`src/rtl/erase_pkg.sv`:
```
package erase_pkg;

  typedef enum logic [2:0] {
    ST_IDLE  = 3'd0,
    ST_SETUP = 3'd1,
    ST_PULSE = 3'd2,
    ST_HOLD  = 3'd3,
    ST_RECOV = 3'd4,
    ST_READ  = 3'd5,
    ST_DONE  = 3'd6
  } phase_t;

  // strobes from control to datapath
  typedef struct packed {
    logic   tmrLoad;
    phase_t tmrSel;
    logic   addrClr;
    logic   addrInc;
    logic   resClr;
    logic   resFail;
    logic   resPass;
  } ctl_t;

endpackage

```
`src/rtl/erase_dpath.sv`:
```
module erase_dpath
  import erase_pkg::*;
#(
  parameter int ADDR_W    = 19,
  parameter int DATA_W    = 8,
  parameter int SETUP_CYC = 100,
  parameter int ERASE_CYC = 10000000,
  parameter int HOLD_CYC  = 100,
  parameter int RECOV_CYC = 100,
  parameter int READ_CYC  = 7
) (
  input  logic              clk,
  input  logic              rstN,
  input  ctl_t              ctl,
  input  logic [DATA_W-1:0] rdData,
  output logic              tmrZero,
  output logic              lastAddr,
  output logic              byteBad,
  output logic [ADDR_W-1:0] memAddr,
  output logic              passReg,
  output logic [ADDR_W-1:0] failAddr,
  output logic [DATA_W-1:0] failData
);

  localparam int MAX_A = (SETUP_CYC > ERASE_CYC) ? SETUP_CYC : ERASE_CYC;
  localparam int MAX_B = (HOLD_CYC > RECOV_CYC) ? HOLD_CYC : RECOV_CYC;
  localparam int MAX_C = (MAX_A > MAX_B) ? MAX_A : MAX_B;
  localparam int MAX_CYC = (MAX_C > READ_CYC) ? MAX_C : READ_CYC;
  localparam int TMR_W = $clog2(MAX_CYC + 1);

  logic [TMR_W-1:0] tmr;
  logic [TMR_W-1:0] ldVal;

  always_comb begin
    case (ctl.tmrSel)
      ST_SETUP: ldVal = TMR_W'(SETUP_CYC - 1);
      ST_PULSE: ldVal = TMR_W'(ERASE_CYC - 1);
      ST_HOLD:  ldVal = TMR_W'(HOLD_CYC - 1);
      ST_RECOV: ldVal = TMR_W'(RECOV_CYC - 1);
      ST_READ:  ldVal = TMR_W'(READ_CYC - 1);
      default:  ldVal = '0;
    endcase
  end

  always_ff @(posedge clk) begin
    if (!rstN)             tmr <= '0;
    else if (ctl.tmrLoad)  tmr <= ldVal;
    else if (tmr != '0)    tmr <= tmr - 1'b1;
  end

  assign tmrZero = (tmr == '0);

  always_ff @(posedge clk) begin
    if (!rstN || ctl.addrClr) memAddr <= '0;
    else if (ctl.addrInc)     memAddr <= memAddr + 1'b1;
  end

  assign lastAddr = &memAddr;
  assign byteBad  = (rdData != {DATA_W{1'b1}});

  always_ff @(posedge clk) begin
    if (!rstN || ctl.resClr) begin
      passReg  <= 1'b0;
      failAddr <= '0;
      failData <= '0;
    end else begin
      if (ctl.resPass) passReg <= 1'b1;
      if (ctl.resFail) begin
        failAddr <= memAddr;
        failData <= rdData;
      end
    end
  end

endmodule

```
`src/rtl/erase_ctrl.sv`:
```
module erase_ctrl
  import erase_pkg::*;
(
  input  logic clk,
  input  logic rstN,
  input  logic start,
  input  logic abort,
  input  logic tmrZero,
  input  logic lastAddr,
  input  logic byteBad,
  output ctl_t ctl,
  output logic ceN,
  output logic oeN,
  output logic weN,
  output logic hvOn,
  output logic busy,
  output logic done
);

  phase_t state, nxt;

  always_ff @(posedge clk) begin
    if (!rstN || abort) state <= ST_IDLE;
    else                state <= nxt;
  end

  always_comb begin
    nxt = state;
    ctl = '0;
    case (state)
      ST_IDLE, ST_DONE: if (start) begin
        nxt = ST_SETUP;
        ctl.tmrLoad = 1'b1; ctl.tmrSel = ST_SETUP; ctl.resClr = 1'b1;
      end
      ST_SETUP: if (tmrZero) begin
        nxt = ST_PULSE; ctl.tmrLoad = 1'b1; ctl.tmrSel = ST_PULSE;
      end
      ST_PULSE: if (tmrZero) begin
        nxt = ST_HOLD; ctl.tmrLoad = 1'b1; ctl.tmrSel = ST_HOLD;
      end
      ST_HOLD: if (tmrZero) begin
        nxt = ST_RECOV; ctl.tmrLoad = 1'b1; ctl.tmrSel = ST_RECOV;
      end
      ST_RECOV: if (tmrZero) begin
        nxt = ST_READ; ctl.tmrLoad = 1'b1; ctl.tmrSel = ST_READ;
        ctl.addrClr = 1'b1;
      end
      ST_READ: if (tmrZero) begin
        if (byteBad) begin
          nxt = ST_DONE; ctl.resFail = 1'b1;
        end else if (lastAddr) begin
          nxt = ST_DONE; ctl.resPass = 1'b1;
        end else begin
          ctl.addrInc = 1'b1; ctl.tmrLoad = 1'b1; ctl.tmrSel = ST_READ;
        end
      end
      default: nxt = ST_IDLE;
    endcase
    if (abort) begin
      ctl = '0;
      ctl.resClr = 1'b1;
    end
  end

  logic inErase;
  assign inErase = (state == ST_SETUP) || (state == ST_PULSE) || (state == ST_HOLD);

  assign hvOn = inErase && !abort;
  assign weN  = !((state == ST_PULSE) && !abort);
  assign ceN  = !((inErase || state == ST_RECOV || state == ST_READ) && !abort);
  assign oeN  = !((state == ST_READ) && !abort);
  assign busy = (state != ST_IDLE) && (state != ST_DONE);
  assign done = (state == ST_DONE);

endmodule

```
`src/rtl/chip_erase_ctl.sv`:
```
module chip_erase_ctl
  import erase_pkg::*;
#(
  parameter int CLK_MHZ  = 100,
  parameter int ERASE_US = 100000,
  parameter int SETUP_US = 1,
  parameter int HOLD_US  = 1,
  parameter int RECOV_US = 1,
  parameter int READ_NS  = 70,
  parameter int ADDR_W   = 19,
  parameter int DATA_W   = 8
) (
  input  logic              clk,
  input  logic              rstN,
  input  logic              start,
  input  logic              abort,
  input  logic [DATA_W-1:0] rdData,
  output logic [ADDR_W-1:0] memAddr,
  output logic              ceN,
  output logic              oeN,
  output logic              weN,
  output logic              hvOeEn,
  output logic              hvA9En,
  output logic              busy,
  output logic              done,
  output logic              pass,
  output logic [ADDR_W-1:0] failAddr,
  output logic [DATA_W-1:0] failData
);

  localparam int SETUP_CYC = (SETUP_US * CLK_MHZ < 1) ? 1 : SETUP_US * CLK_MHZ;
  localparam int ERASE_CYC = (ERASE_US * CLK_MHZ < 1) ? 1 : ERASE_US * CLK_MHZ;
  localparam int HOLD_CYC  = (HOLD_US * CLK_MHZ < 1) ? 1 : HOLD_US * CLK_MHZ;
  localparam int RECOV_CYC = (RECOV_US * CLK_MHZ < 1) ? 1 : RECOV_US * CLK_MHZ;
  localparam int READ_RAW  = (READ_NS * CLK_MHZ + 999) / 1000;
  localparam int READ_CYC  = (READ_RAW < 1) ? 1 : READ_RAW;

  ctl_t ctl;
  logic tmrZero, lastAddr, byteBad, hvOn;

  erase_ctrl uCtrl (
    .clk(clk), .rstN(rstN), .start(start), .abort(abort),
    .tmrZero(tmrZero), .lastAddr(lastAddr), .byteBad(byteBad),
    .ctl(ctl), .ceN(ceN), .oeN(oeN), .weN(weN), .hvOn(hvOn),
    .busy(busy), .done(done)
  );

  erase_dpath #(
    .ADDR_W(ADDR_W), .DATA_W(DATA_W),
    .SETUP_CYC(SETUP_CYC), .ERASE_CYC(ERASE_CYC), .HOLD_CYC(HOLD_CYC),
    .RECOV_CYC(RECOV_CYC), .READ_CYC(READ_CYC)
  ) uDpath (
    .clk(clk), .rstN(rstN), .ctl(ctl), .rdData(rdData),
    .tmrZero(tmrZero), .lastAddr(lastAddr), .byteBad(byteBad),
    .memAddr(memAddr), .passReg(pass), .failAddr(failAddr), .failData(failData)
  );

  assign hvOeEn = hvOn;
  assign hvA9En = hvOn;

endmodule

```
`config.mk`:
```
export PLATFORM = sky130hd
export DESIGN_NAME = chip_erase_ctl
export DESIGN_NICKNAME = d
export VERILOG_FILES = /design/src/rtl/erase_pkg.sv /design/src/rtl/erase_dpath.sv /design/src/rtl/erase_ctrl.sv /design/src/rtl/chip_erase_ctl.sv
export SDC_FILE = /design/constraint.sdc
export NUM_CORES = 1
export LEC_CHECK = 0
export BUFFER_PORTS_ARGS = -buffer_cell sky130_fd_sc_hd__buf_2
export CAP_MARGIN = 30
export CORE_ASPECT_RATIO = 0.9
export CORE_MARGIN = 3
export CORE_UTILIZATION = 30
export CTS_CLUSTER_DIAMETER = 150
export CTS_CLUSTER_SIZE = 16
export DETAILED_ROUTE_END_ITERATION = 10
export PLACE_DENSITY = 0.54
export SLEW_MARGIN = 40
export SYNTH_ARGS = -nofsm -noshare
export SYNTH_HDL_FRONTEND = slang
export SYNTH_SLANG_ARGS = --single-unit
export TNS_END_PERCENT = 20
```
`constraint.sdc`:
```
create_clock -name clk -period 2.7 [get_ports clk]
set_input_delay 0.135 -clock clk [delete_from_list [all_inputs] [get_ports clk]]
set_output_delay 0.135 -clock clk [all_outputs]
set_load 0.005 [all_outputs]
```
### After elaboration in Yosys (flattened, before gate mapping)

Index checks and enable logic that the tools add are counted.
Widths: inputs -> output; s select.

| storage, ports and cells | value |
|---|---|
| flip-flop bits (word level) | 74 |
| logic and storage cells | 88 |
| input bits | 12 |

| cells by class | value |
|---|---|
| equal/unequal tests | 20 |
| $add $sub $neg | 2 |
| mux-type cells | 34 |
| reduce and logical (&&, ||, !) cells | 26 |

Operator list:

| kind | number |
|---|---|
| $pmux 24 s3 | 1 |
| $mux 24 | 2 |
| $mux 4 | 7 |
| $logic_not 24->1 | 1 |
| $mux 3 | 8 |
| $pmux 4 s6 | 1 |
| $reduce_bool 24->1 | 1 |
| $sub 24x1->24 const B | 1 |
| $add 19x1->19 const B | 1 |
| $reduce_and 19->1 | 1 |
| $pmux 3 s6 | 1 |
| $eq 3x3->1 const B | 5 |
| $eq 3x2->1 const B | 4 |
| $ne 2x2->1 const B | 6 |
| $mux 1 | 10 |
| $mux 9 | 1 |
| $ne 8x8->1 const B | 1 |
| $logic_or 1x1->1 | 7 |
| $reduce_and 7->1 | 1 |
| $eq 3x1->1 const B | 2 |
| $ne 3x3->1 const B | 2 |
| $logic_and 1x1->1 | 5 |
| $logic_not 1->1 | 5 |
| $mux 5 | 1 |
| other kinds (6) | 7 |

### Longest topological paths before layout

| logic depth | value |
|---|---|
| depth in word-level cells | 10 |
| mapped depth | 10 |
| depth with buffers taken out | 8 |

### By module

A second synthesis with hierarchy kept.

| unflattened totals | value |
|---|---|
| cells, all modules | 394 |
| area, all modules | 3573.4 um^2 |

Modules (own cells, without submodules):

| module | times used | cells an instance | area an instance (um^2) | sequential area each (um^2) |
|---|---|---|---|---|
| erase_dpath | 1 | 341 | 3124.2 | 1421.4 |
| erase_ctrl | 1 | 52 | 441.7 | 60.1 |
| chip_erase_ctl | 1 | 1 | 7.5 | 0.0 |

### Worst setup path before layout

OpenSTA, ideal clock, no wires.

| timing | value |
|---|---|
| path kind | flip-flop to flip-flop |
| start | register uDpath.memAddr[0] |
| end | register uDpath.tmr[12] |
| stages on the path, launching flop included | 8 |
| path buffers | 0 |
| arrival | 1.994 ns |
| slack | 0.590 ns |
| cells stage by stage | dfxtp_1 ha_1 nand4_1 or3_1 o211a_1 o21a_1 o221a_2 o211a_1 |

| between the ends | value |
|---|---|
| cells in the longest elaborated chain, start to end | 10 |
| elaborated cells on any way between the ends | 15 |

RTL lines:

| element | line | RTL |
|---|---|---|
| from (decl) | erase_dpath.sv:19 | `output logic [ADDR_W-1:0] memAddr,` |
| from (signal assigned) | erase_dpath.sv:55 | `else if (ctl.addrInc) memAddr <= memAddr + 1'b1;` |
| $reduce_and 19->1 (*) | erase_dpath.sv:58 | `assign lastAddr = &memAddr;` |
| $mux 4 (*) | erase_ctrl.sv:51 | `end else if (lastAddr) begin` |
| $mux 4 (*) | erase_ctrl.sv:49 | `if (byteBad) begin` |
| $mux 4 (*) | erase_ctrl.sv:48 | `ST_READ: if (tmrZero) begin` |
| $pmux 4 s6 (*) | erase_ctrl.sv:30 | `case (state)` |
| $mux 9 (*) | erase_ctrl.sv:59 | `if (abort) begin` |
| $eq 3x1->1 (tied with other cells) | erase_dpath.sv:35 | `case (ctl.tmrSel)` |
| $reduce_or 3->1 (no source line) | n/a |  |
| $pmux 24 s3 | erase_dpath.sv:35 |  |
| $mux 24 | erase_dpath.sv:47 | `else if (ctl.tmrLoad) tmr <= ldVal;` |
| to (signal assigned) | erase_dpath.sv:47 |  |
| to (signal assigned) | erase_dpath.sv:48 | `else if (tmr != '0) tmr <= tmr - 1'b1;` |
| to (decl) | erase_dpath.sv:31 | `logic [TMR_W-1:0] tmr;` |

Every way passes the cells marked *; elsewhere a longest branch is shown, timed or not.
A chain may end at the register's enable or synchronous reset.

### Final worst setup path

Ends and elaborated chain as after synthesis.

==> impl_results.md <==
* Area used by multi-input combinational logic at approximately 0.0022 mm²
* Yosys top cell by area: dfxtp_1
* IO Count at 66
* Most frequent CP cell: o211a_1
* DR vias at 3,492
* Antenna violations before repair at 0
* WS Path Type: register to register
* 1st-pass router iterations at 4
* Max Cap Viol at 0
* Clk root buf: clkbuf_16
* Hold slack at 0.0481 ns
* Worst Path Max Fanout at 6
* First-pass GRT wire length at 17,000 µm
* Slowest CP cell: dfxtp_1
* Setup-failing EPs final at 0
* # nets final at around 550
* FP Rows at 38
* Syn. warnings at 0
* Post-synth top flop: dfxtp_1
* Share of cells above drive strength 1 at 23.8%
* CP Cell Sequence: ha_1 > nand4_1 > or3_1 > o211a_1 > o21a_1 > o221a_2 > o211a_1
* Post-CTS resize count at 0
* Die Width at between 100 and 150 µm
* Worst setup SP type: register
* Fin. Hold Viols at 0
* Switching power share of the total at around 35%
* Final Cycle Share at between 80 and 90%
* Worst-Margin Slew at around 0.67 ns
* RSZ-0062 raised after global routing: false
* HP Class: primary input to register
* Comb power frac at ~33%
* DR iter-0 viols at slightly above 200
* CTS tree: built
* Ant. Diodes at 0
* F_max at between 400 and 500 MHz
* Yosys reg bits at 74
* CP Capture Type: register
* Drt total wl at 9980 µm
* Crit path required time at 2.93 ns
* DPL Wire Length at roughly 7500 µm
* Reg area at between 0.001 and 0.0015 mm²
* Core area at between 0.01 and 0.015 mm²
* Layout overhead on the synthesized area at 20.9%
* Worst-path clk slew at roughly 0.06 ns
* Crit path largest cell delay at roughly 0.42 ns
* Routed WL per cell at 14.2 µm
* Synth unique cells at 63
* EDFF count, synth at 0
* Power Internal at 0.00248 W
* Status: complete, no violations
* Synth Instances at 468
* Clock power frac at roughly a third
* Clk_lat worst skew at ~0.34 ns
* Total global routing overflow at 0
* Psw at 0.00132 W
* Syn Area/Cell at approximately 8.3 µm²
* Tot GR Track Use at between 10% and 20%
* Largest cells by area after synthesis: dfxtp_1 (38%), nand2_1 (8.2%), xnor2_1 (5.6%), a21oi_1 (5.6%), nor2_1 (4.8%)
* Initial Utilization at 31.4%
* Setup bufs post-CTS at 0
* Number of global-route vias before repair at around 3,300
* CP Buf/Inv Count at 0
* Cts hold-fix bufs at 0
* Fin. max-slew vios at 0
* Fillers at around 1,300
* Clock sink total at 74
* Async SR Flop Fraction at 0%
* H-tree levels at 3
* Mapped Area at about 0.0039 mm²
* Yosys top cell area share at a little under two fifths
* WP data arrival at around 2.6 ns
* DR DRC count at 0
* Critical path's top delay family: compound AO/OA/AOI/OAI gates
* Die Y at around 110 µm
* Rel. slew slack at a little under three fifths
* Mapped Nets at 484
* Final ANT Viol Nets at 0
* Pwr dens at ~800 mW/mm²
* Sequential Power Share at 35.1%
* Die area at about 0.014 mm²
* Pleak at ~1.8 nW
* Port Buffer Count at 65
* Clock skew at approximately 0.0072 ns
* Max VDD drop at between 0.4 and 0.5 mV
* Num CTS Buffers at 9
* Vias per cell at 4.97
* CTS Buffer Depth at 2
* Fin crit period at 2.35 ns
* Global placement routability congestion at about 0.80
* Total negative slack at 0 ns
* Largest net degree at the start of global routing at 29
* Sequential area share after synthesis at 38.2%
[path summary, 6_finish.rpt]
| path | from | end | slack, ns | depth (start not counted) |
|---|---|---|---|---|
| worst min register to register | uDpath.failData[2] | uDpath.failData[2] | 0.45 | 2 |
| worst max-delay path | uDpath.memAddr[0] | uDpath.tmr[12] | 0.35 | 7 |
| worst max register to register | uDpath.memAddr[0] | uDpath.tmr[12] | 0.35 | 7 |
| worst min-delay path | rdData[3] | uDpath.failData[3] | 0.05 | 3 |
[per-layer routing]
metal  part of all wire (%)  up-vias  GRT usage [%]
met3                    4.4       15           2.95
met2                     44       86           21.2
met1                     50     1613           20.6
met5                      0        -              0
met4                    1.7        0           5.08
li1                       -     1778              -
[layout make-up]
| cell class | instances | share of cell area (%) |
|---|---|---|
| Multi-Input combinational cell | 361 | 47.3 |
| Sequential cell | 74 | 31.6 |
| Timing Repair Buffer | 81 | 9.50 |
| Clock buffer | 10 | 5.10 |
| Tap cell | 160 | 4.27 |
| Clock inverter | 6 | 1.41 |
| Inverter | 10 | 0.800 |
[worst register-to-register path, delay by kind of cell, from the launching register on]
kind,cells,cell delay (ns)
and+or+nand+nor,2,0.57
DFF,1,0.42
adders and majority gates,1,0.22
AOI/OAI and AO/OA,4,1.03
[placed cells by master, fill, tap and decap left out, types with 2 or more instances in the layout]
cell and count:
and4_1 4, nand2b_1 3, nor3_2 8, a21oi_1 43
nor4_1 3, ha_1 4, or4_1 3, o21a_1 3
xnor2_1 25, dfxtp_1 74, o21ai_0 8, o31ai_1 2
nor2_1 50, clkbuf_16 9, xor2_1 11, nor3_1 16
a31oi_1 3, o21ai_1 2, and2_1 3, clkinvlp_4 3
buf_2 65, inv_1 10, o211a_1 2, mux2i_1 2
nand4_2 2, or2_2 3, nand3_1 11, a221oi_1 2
nand3b_1 3, nand2_1 85, buf_4 16, nor4_4 6
nand4_1 12, or3_1 9, o211ai_1 3, and3_1 3
o31a_1 2
[flip-flops by register name, summed over array words and instances, names as in the netlist]
register / flops
uDpath.tmr: 24
uDpath.failAddr: 19
uDpath.memAddr: 19
uDpath.failData: 8
uCtrl.state: 3
uDpath.passReg: 1
[cell usage after synthesis (4+ instances only)]
master    number
nand2_1       85
dfxtp_1       74
nor2_1        50
a21oi_1       43
xnor2_1       25
nor3_1        16
nand4_1       12
nand3_1       11
xor2_1        11
inv_1         10
clkbuf_1       9
o21ai_0        9
or3_1          9
nor3_2         8
nor4_4         6
buf_6          5
and4_1         4
buf_2          4
ha_1           4
[logic make-up after synthesis]
group | share of synthesized area [%]
xor+xnor | 8.13
simple gates | 33.9
flops | 38.2
compound gates | 13.1
mux | 0.516
buf+inv | 4.84
fa+ha+maj | 1.29
[power groups by stage]
stage	sequential [W]	combinational, W	clock (W)
after floorplan	0.00133	0.00101	0
after global placement	0.00135	0.00123	0
after detailed placement	0.00136	0.00125	0
after CTS	0.00133	0.00126	0.00125
after global routing	0.00135	0.00140	0.00130
final	0.00133	0.00125	0.00121
[stage by stage]
step | total power (W) | setup WS (ns) | cell area, µm² | instances | util (%)
finish | 0.00380 | 0.352 | 4690 | 702 | 37.9
global route | 0.00406 | 0.211 | 4690 | 702 | 37.9
CTS | 0.00384 | 0.357 | 4690 | 702 | 37.9
detailed placement | 0.00260 | 0.383 | 4380 | 686 | 35.5
global placement | 0.00258 | 0.414 | 4380 | 686 | 35.4
floorplan | 0.00234 | 0.590 | 3880 | 468 | -
Power figures use the tool's default switching activity.
